<file path="src/rtl/xirq_pkg.sv">
package xirq_pkg;
    localparam int LINES_PER_REG = 4;
    localparam int FIELDS        = 5;
    localparam int REG_W         = FIELDS * LINES_PER_REG;
    localparam int OFS_EN        = 0;
    localparam int OFS_CLR       = LINES_PER_REG;
    localparam int OFS_SENSE     = 2 * LINES_PER_REG;
    localparam int OFS_LEVEL     = 3 * LINES_PER_REG;
    localparam int OFS_ANY       = 4 * LINES_PER_REG;

    typedef struct packed {
        logic level;
        logic sense;
        logic any_edge;
        logic enable;
    } line_cfg_t;

    localparam line_cfg_t CFG_RESET = '{level: 1'b1, sense: 1'b0, any_edge: 1'b0, enable: 1'b0};

    typedef enum logic [0:0] {
        LN_IDLE    = 1'b0,
        LN_LATCHED = 1'b1
    } line_state_e;
endpackage

</file>
<file path="src/rtl/xirq_sync.sv">
module xirq_sync #(
    parameter int STAGES = 2
) (
    input  logic clk,
    input  logic rst_n,
    input  logic d_i,
    output logic q_o
);
    logic [STAGES-1:0] chain_q;

    always_ff @(posedge clk or negedge rst_n) begin
        if (!rst_n) begin
            chain_q <= '0;
        end else begin
            chain_q <= {chain_q[STAGES-2:0], d_i};
        end
    end

    assign q_o = chain_q[STAGES-1];
endmodule

</file>
<file path="src/rtl/xirq_cfg_regs.sv">
module xirq_cfg_regs
    import xirq_pkg::*;
#(
    parameter int NUM_LINES = 6,
    parameter int ADDR_W    = 1
) (
    input  logic              clk,
    input  logic              rst_n,
    input  logic              wr_en,
    input  logic [ADDR_W-1:0] wr_addr,
    input  logic [REG_W-1:0]  wr_data,
    input  logic [ADDR_W-1:0] rd_addr,
    output logic [REG_W-1:0]  rd_data,
    output line_cfg_t         cfg_o [NUM_LINES],
    output logic [NUM_LINES-1:0] clr_o
);
    line_cfg_t cfg_q [NUM_LINES];

    for (genvar g = 0; g < NUM_LINES; g++) begin : g_line
        localparam int REG_IDX = g / LINES_PER_REG;
        localparam int SLOT    = g % LINES_PER_REG;
        logic hit;

        assign hit = wr_en && (wr_addr == ADDR_W'(REG_IDX));

        always_ff @(posedge clk or negedge rst_n) begin
            if (!rst_n) begin
                cfg_q[g] <= CFG_RESET;
            end else if (hit) begin
                cfg_q[g] <= '{level:    wr_data[OFS_LEVEL + SLOT],
                              sense:    wr_data[OFS_SENSE + SLOT],
                              any_edge: wr_data[OFS_ANY + SLOT],
                              enable:   wr_data[OFS_EN + SLOT]};
            end
        end

        assign clr_o[g] = hit && wr_data[OFS_CLR + SLOT];
        assign cfg_o[g] = cfg_q[g];
    end

    always_comb begin
        rd_data = '0;
        for (int i = 0; i < NUM_LINES; i++) begin
            if (ADDR_W'(i / LINES_PER_REG) == rd_addr) begin
                rd_data[OFS_EN    + i % LINES_PER_REG] = cfg_q[i].enable;
                rd_data[OFS_SENSE + i % LINES_PER_REG] = cfg_q[i].sense;
                rd_data[OFS_LEVEL + i % LINES_PER_REG] = cfg_q[i].level;
                rd_data[OFS_ANY   + i % LINES_PER_REG] = cfg_q[i].any_edge;
            end
        end
    end
endmodule

</file>
<file path="src/rtl/xirq_line.sv">
module xirq_line
    import xirq_pkg::*;
(
    input  logic      clk,
    input  logic      rst_n,
    input  logic      pin_s,
    input  line_cfg_t cfg,
    input  logic      clr,
    output logic      req_o
);
    line_state_e state_q, state_d;
    logic        pin_prev_q;
    logic        rise, fall, hit;

    always_ff @(posedge clk or negedge rst_n) begin
        if (!rst_n) begin
            pin_prev_q <= 1'b0;
        end else begin
            pin_prev_q <= pin_s;
        end
    end

    assign rise = pin_s & ~pin_prev_q;
    assign fall = ~pin_s & pin_prev_q;
    assign hit  = cfg.any_edge ? (rise | fall) : (cfg.sense ? rise : fall);

    always_comb begin
        state_d = state_q;
        unique case (state_q)
            LN_IDLE: begin
                if (!cfg.level && hit) state_d = LN_LATCHED;      // capture
            end
            LN_LATCHED: begin
                if (cfg.level)         state_d = LN_IDLE;         // level_flush
                else if (hit)          state_d = LN_LATCHED;      // retrigger
                else if (clr)          state_d = LN_IDLE;         // ack
            end
            default:                   state_d = LN_IDLE;
        endcase
    end

    always_ff @(posedge clk or negedge rst_n) begin
        if (!rst_n) begin
            state_q <= LN_IDLE;
        end else begin
            state_q <= state_d;
        end
    end

    always_comb begin
        if (cfg.level) begin
            req_o = cfg.enable & (pin_s == cfg.sense);
        end else begin
            req_o = cfg.enable & (state_q == LN_LATCHED);
        end
    end


    edge_capture_chk: assert property (@(posedge clk) disable iff (!rst_n)
        (!cfg.level && hit) |=> (state_q == LN_LATCHED));


    ack_drop_chk: assert property (@(posedge clk) disable iff (!rst_n)
        (!cfg.level && clr && !hit && state_q == LN_LATCHED) |=> (state_q == LN_IDLE));


    latch_hold_chk: assert property (@(posedge clk) disable iff (!rst_n)
        (state_q == LN_LATCHED && !clr && !cfg.level) |=> (state_q == LN_LATCHED));


    level_idle_chk: assert property (@(posedge clk) disable iff (!rst_n)
        cfg.level |=> (state_q == LN_IDLE));
endmodule

</file>
<file path="src/rtl/xirq_trigger_ctrl.sv">
module xirq_trigger_ctrl
    import xirq_pkg::*;
#(
    parameter int NUM_LINES   = 6,
    parameter int SYNC_STAGES = 2,
    localparam int NUM_REGS   = (NUM_LINES + LINES_PER_REG - 1) / LINES_PER_REG,
    localparam int ADDR_W     = (NUM_REGS > 1) ? $clog2(NUM_REGS) : 1
) (
    input  logic                 clk,
    input  logic                 rst_n,
    input  logic [NUM_LINES-1:0] ext_pin,
    input  logic                 wr_en,
    input  logic [ADDR_W-1:0]    wr_addr,
    input  logic [19:0]          wr_data,
    input  logic [ADDR_W-1:0]    rd_addr,
    output logic [19:0]          rd_data,
    output logic [NUM_LINES-1:0] line_req,
    output logic                 any_req
);
    line_cfg_t            cfg [NUM_LINES];
    logic [NUM_LINES-1:0] clr;
    logic [NUM_LINES-1:0] pin_s;

    xirq_cfg_regs #(.NUM_LINES(NUM_LINES), .ADDR_W(ADDR_W)) u_regs (
        .clk     (clk),
        .rst_n   (rst_n),
        .wr_en   (wr_en),
        .wr_addr (wr_addr),
        .wr_data (wr_data),
        .rd_addr (rd_addr),
        .rd_data (rd_data),
        .cfg_o   (cfg),
        .clr_o   (clr)
    );

    for (genvar g = 0; g < NUM_LINES; g++) begin : g_ln
        xirq_sync #(.STAGES(SYNC_STAGES)) u_sync (
            .clk   (clk),
            .rst_n (rst_n),
            .d_i   (ext_pin[g]),
            .q_o   (pin_s[g])
        );
        xirq_line u_line (
            .clk   (clk),
            .rst_n (rst_n),
            .pin_s (pin_s[g]),
            .cfg   (cfg[g]),
            .clr   (clr[g]),
            .req_o (line_req[g])
        );


        mask_gate_chk: assert property (@(posedge clk) disable iff (!rst_n)
            !cfg[g].enable |-> !line_req[g]);
    end

    assign any_req = |line_req;
endmodule

</file>
<file path="config.mk">
export PLATFORM = sky130hd
export DESIGN_NAME = xirq_trigger_ctrl
export DESIGN_NICKNAME = d
export VERILOG_FILES = /design/src/rtl/xirq_pkg.sv /design/src/rtl/xirq_sync.sv /design/src/rtl/xirq_cfg_regs.sv /design/src/rtl/xirq_line.sv /design/src/rtl/xirq_trigger_ctrl.sv
export SDC_FILE = /design/constraint.sdc
export NUM_CORES = 1
export LEC_CHECK = 0
export BUFFER_PORTS_ARGS = -buffer_cell sky130_fd_sc_hd__buf_2
export CORE_MARGIN = 4
export CORE_UTILIZATION = 56
export DETAILED_ROUTE_END_ITERATION = 7
export PLACE_DENSITY = 0.84
export SYNTH_ARGS = -nofsm -noshare
export SYNTH_HDL_FRONTEND = slang
export SYNTH_SLANG_ARGS = --single-unit
</file>
<file path="constraint.sdc">
create_clock -name clk -period 2.66 [get_ports clk]
set_input_delay 0.133 -clock clk [delete_from_list [all_inputs] [get_ports clk]]
set_output_delay 0.133 -clock clk [all_outputs]
set_load 0.02 [all_outputs]
</file>
==> key figures <==
Power
  • Logic pwr share: 23.1%
  • Sequential Power Share: approximately half
  • Switching pwr: 0.519 mW
  • Pint: between 1 and 1.5 mW
  • VDD IR max: roughly 0.37 mV
  • Clk network pwr share: between 20 and 30%
  • Lkg Pwr: 1.32 nW
  • Total Power: between 1.5 and 2 mW
  • Switch share: roughly 30%
  • PwrDens: 650 mW/mm²

Status
  • Status: finished, final reports clean

Yosys
  • Post-synth EDFFs: 0
  • Synth area leaders: dfrtp_1 46%, mux2_2 17%, dfstp_2 6.9%
  • YS warnings: 0
  • Count leader, synth: dfrtp_1
  • Seq/Total Area, Yosys: between 50% and 60%
  • Synthesized cell area: between 0.002 and 0.0025 mm²
  • Post-synth top cells: 42 x dfrtp_1, 34 x mux2_2, 21 x nand2_1
  • Syn_area_per_cell: ~12 µm²
  • Post-synthesis cell count: around 190
  • Top cell type by total area after synthesis: dfrtp_1
  • Post-synth top area share: between 40% and 50%
  • Post-synth ARST share: between 90% and 100%
  • Dominant synthesized flop cell: dfrtp_1
  • #FFs+latches synth: 48
  • Unique masters post-synth: 23

Clock tree
  • TritonCTS clock tree: done
  • Cts bufs inserted: 5
  • Root Buffer: clkbuf_8
  • Clock latency on the worst-skew pair: ~0.30 ns
  • H-Tree Depth: 2
  • Clk sink count: 48
  • Setup Buffers After CTS: 0
  • CTS max path bufs: 2
  • Worst-path clk slew: roughly 0.09 ns

Drt
  • Final WL: roughly 4200 µm
  • DR vias: roughly 1,500
  • Post-DR vias/cell: ~5.0
  • Drc violations: 0
  • WL met3: around 260 µm
  • DR pass1 iterations: 4
  • Detailed Route Iter0 Violations: 34
  • Max Used Layer: met4
  • DR WL/cell: around 14 µm
  • Routed wl met2: 2020 µm
  • Post-route ant nets: 0
  • Metal-1 WL: about 1800 µm

Die
  • Die Area: around 0.0052 mm²
  • Core box area: about 0.0038 mm²
  • Die H: between 70 and 80 µm
  • Placement Rows: 22
  • Die W: 71.8 µm
  • Initial core utilization: ~60%
  • IO Pins: just under 60

GRT
  • Largest net degree at the start of global routing: 49
  • Antenna violations before repair: 0
  • Number of global-route vias before repair: 1,468
  • Global-route wire length before repair: 6890 µm
  • GRT overflow: 0
  • Total GRT Usage: between 10% and 20%

Timing
  • Final Max Tran Viols: 0
  • Final hold violations: 0
  • Final setup viols: 0
  • Slew margin rel.: a little under a third
  • Worst Skew: roughly 0.012 ns
  • Setup repair after global routing missed its margin: no
  • Worst-Margin Slew: between 1 and 1.5 ns
  • Final Cycle Share: about four fifths
  • Max Freq: roughly 470 MHz
  • Tmin final: roughly 2.1 ns
  • Setup tns final: 0 ns

Job
  • Max Cap Viol: 0

Final layout
  • Finished layout cell area: about 0.0027 mm²
  • Layout cell share with drive strength beyond 1: a little over two fifths
  • Final Core Density: a little under three quarters
  • Synthesis-to-finish area growth: 18.0%
  • Ant diodes: 0
  • Layout fillers: 272
  • Final Net Count: roughly 290

Hold path
  • Hold WC Path Type: input pin to asynchronous set/reset pin

Place
  • DP Area: around 0.0025 mm²
  • GP Congestion: ~0.8
  • # port buffers: 53
  • Placed wire-length estimate: approximately 3100 µm

Setup path
  • Worst setup path category: flip-flop to output pin
  • Crit Path Max Fanout: 5
  • Worst R2R Setup Slack: around 1.4 ns
  • CP required: around 2.5 ns
  • Crit path DAT: around 2 ns
  • Crit start category: flip-flop
  • Critical path endpoint category: output pin
routing by layer:
layer  vias up  track usage, %
met2        42            28.4
met1       703            22.7
met3         6            4.77
li1        726               -
met5         -               0
met4         0            6.89
state kept, by name, indices dropped and copies added, names as in the netlist:
register / flops
g_ln.u_line.pin_prev_q: 6
g_ln.u_line.state_q: 6
g_ln.u_sync.chain_q: 12
u_regs.cfg_o: 24
area by class of cell:
| type | count | area (µm²) | share of cell area [%] |
|---|---|---|---|
| multi-input combinational | 118 | 952 | 35.4 |
| clock buffer | 7 | 86.3 | 3.21 |
| sequential | 48 | 1210 | 44.9 |
| clock inverter | 1 | 7.51 | 0.279 |
| timing repair buffer | 60 | 333 | 12.4 |
| inverter | 12 | 45.0 | 1.67 |
| tap | 48 | 60.1 | 2.23 |
worst max-delay path, stage by stage (launching register included):
cell      delay, ns
dfstp_2        0.56
nand3b_1       0.10
o21ai_1        0.07
or4_1          0.50
or3_1          0.30
buf_2          0.16
stage by stage:
step / setup WS [ns] / cells / hold WS, ns
after floorplan: 0.941 / 192 / -0.163
after global placement: 0.875 / 280 / 0.241
after detailed placement: 0.864 / 280 / 0.243
after CTS: 0.523 / 294 / 0.0355
after global routing: 0.425 / 294 / 0.0491
final: 0.531 / 294 / 0.00193
power groups by stage:
| stage | clock network, mW | registers [mW] | logic [mW] |
|---|---|---|---|
| finish | 0.441 | 0.905 | 0.404 |
| global route | 0.491 | 0.920 | 0.445 |
| CTS | 0.460 | 0.905 | 0.410 |
| detailed placement | 0 | 0.919 | 0.401 |
| global placement | 0 | 0.913 | 0.394 |
| floorplan | 0 | 0.897 | 0.306 |
cells in the final DEF, fill, tap and decap left out:
| master | instances |
|---|---|
| mux2_1 | 4 |
| nand2_1 | 21 |
| clkbuf_8 | 6 |
| mux2_2 | 34 |
| mux2i_1 | 2 |
| buf_2 | 53 |
| inv_1 | 12 |
| xor2_1 | 4 |
| or4_1 | 1 |
| or3_1 | 1 |
| nor2b_1 | 9 |
| dfstp_2 | 6 |
| a21oi_1 | 6 |
| clkbuf_1 | 1 |
| clkinvlp_4 | 1 |
| ha_1 | 12 |
| xnor2_1 | 2 |
| nor2b_2 | 2 |
| o21ai_1 | 6 |
| nand3b_1 | 4 |
| buf_4 | 1 |
| dfrtp_1 | 42 |
| o21ai_0 | 4 |
| nand3_1 | 2 |
| conb_1 | 4 |
| dlygate4sd3_1 | 6 |
cell families after synthesis:
family / after synthesis / share of synthesized area (%)
AND/OR/NAND/NOR: 40 / 8.94
flip-flops: 48 / 53.0
other: 1 / 0.164
adder cells (fa/ha/maj): 12 / 6.58
XOR/XNOR: 6 / 2.30
buffers and inverters: 26 / 5.92
AO/OA/AOI/OAI: 16 / 3.51
multiplexers: 40 / 19.6
worst paths after layout:
kind                                                      from                                   to  depth (start not counted)
setup / recovery                  u_regs.cfg_o[11]$_DFFE_PN1N_                              any_req                          5
hold / removal                                           rst_n  g_ln[3].u_line.pin_prev_q$_DFF_PN0_                          1
setup reg to reg           g_ln[0].u_sync.chain_q[1]$_DFF_PN0_     g_ln[0].u_line.state_q$_DFF_PN0_                          5
hold reg to reg            g_ln[2].u_sync.chain_q[0]$_DFF_PN0_  g_ln[2].u_sync.chain_q[1]$_DFF_PN0_                          0
max in group asynchronous                                rst_n  g_ln[2].u_sync.chain_q[1]$_DFF_PN0_                          1
min in group clk                                   wr_data[19]          u_regs.cfg_o[9]$_DFFE_PN0N_                          2
repair_timing:
action	4_1_cts	5_1_grt
resized for setup	0	0
hold endpoints to repair	6	0
hold buffers	6	0
Power figures use the tool's default switching activity.
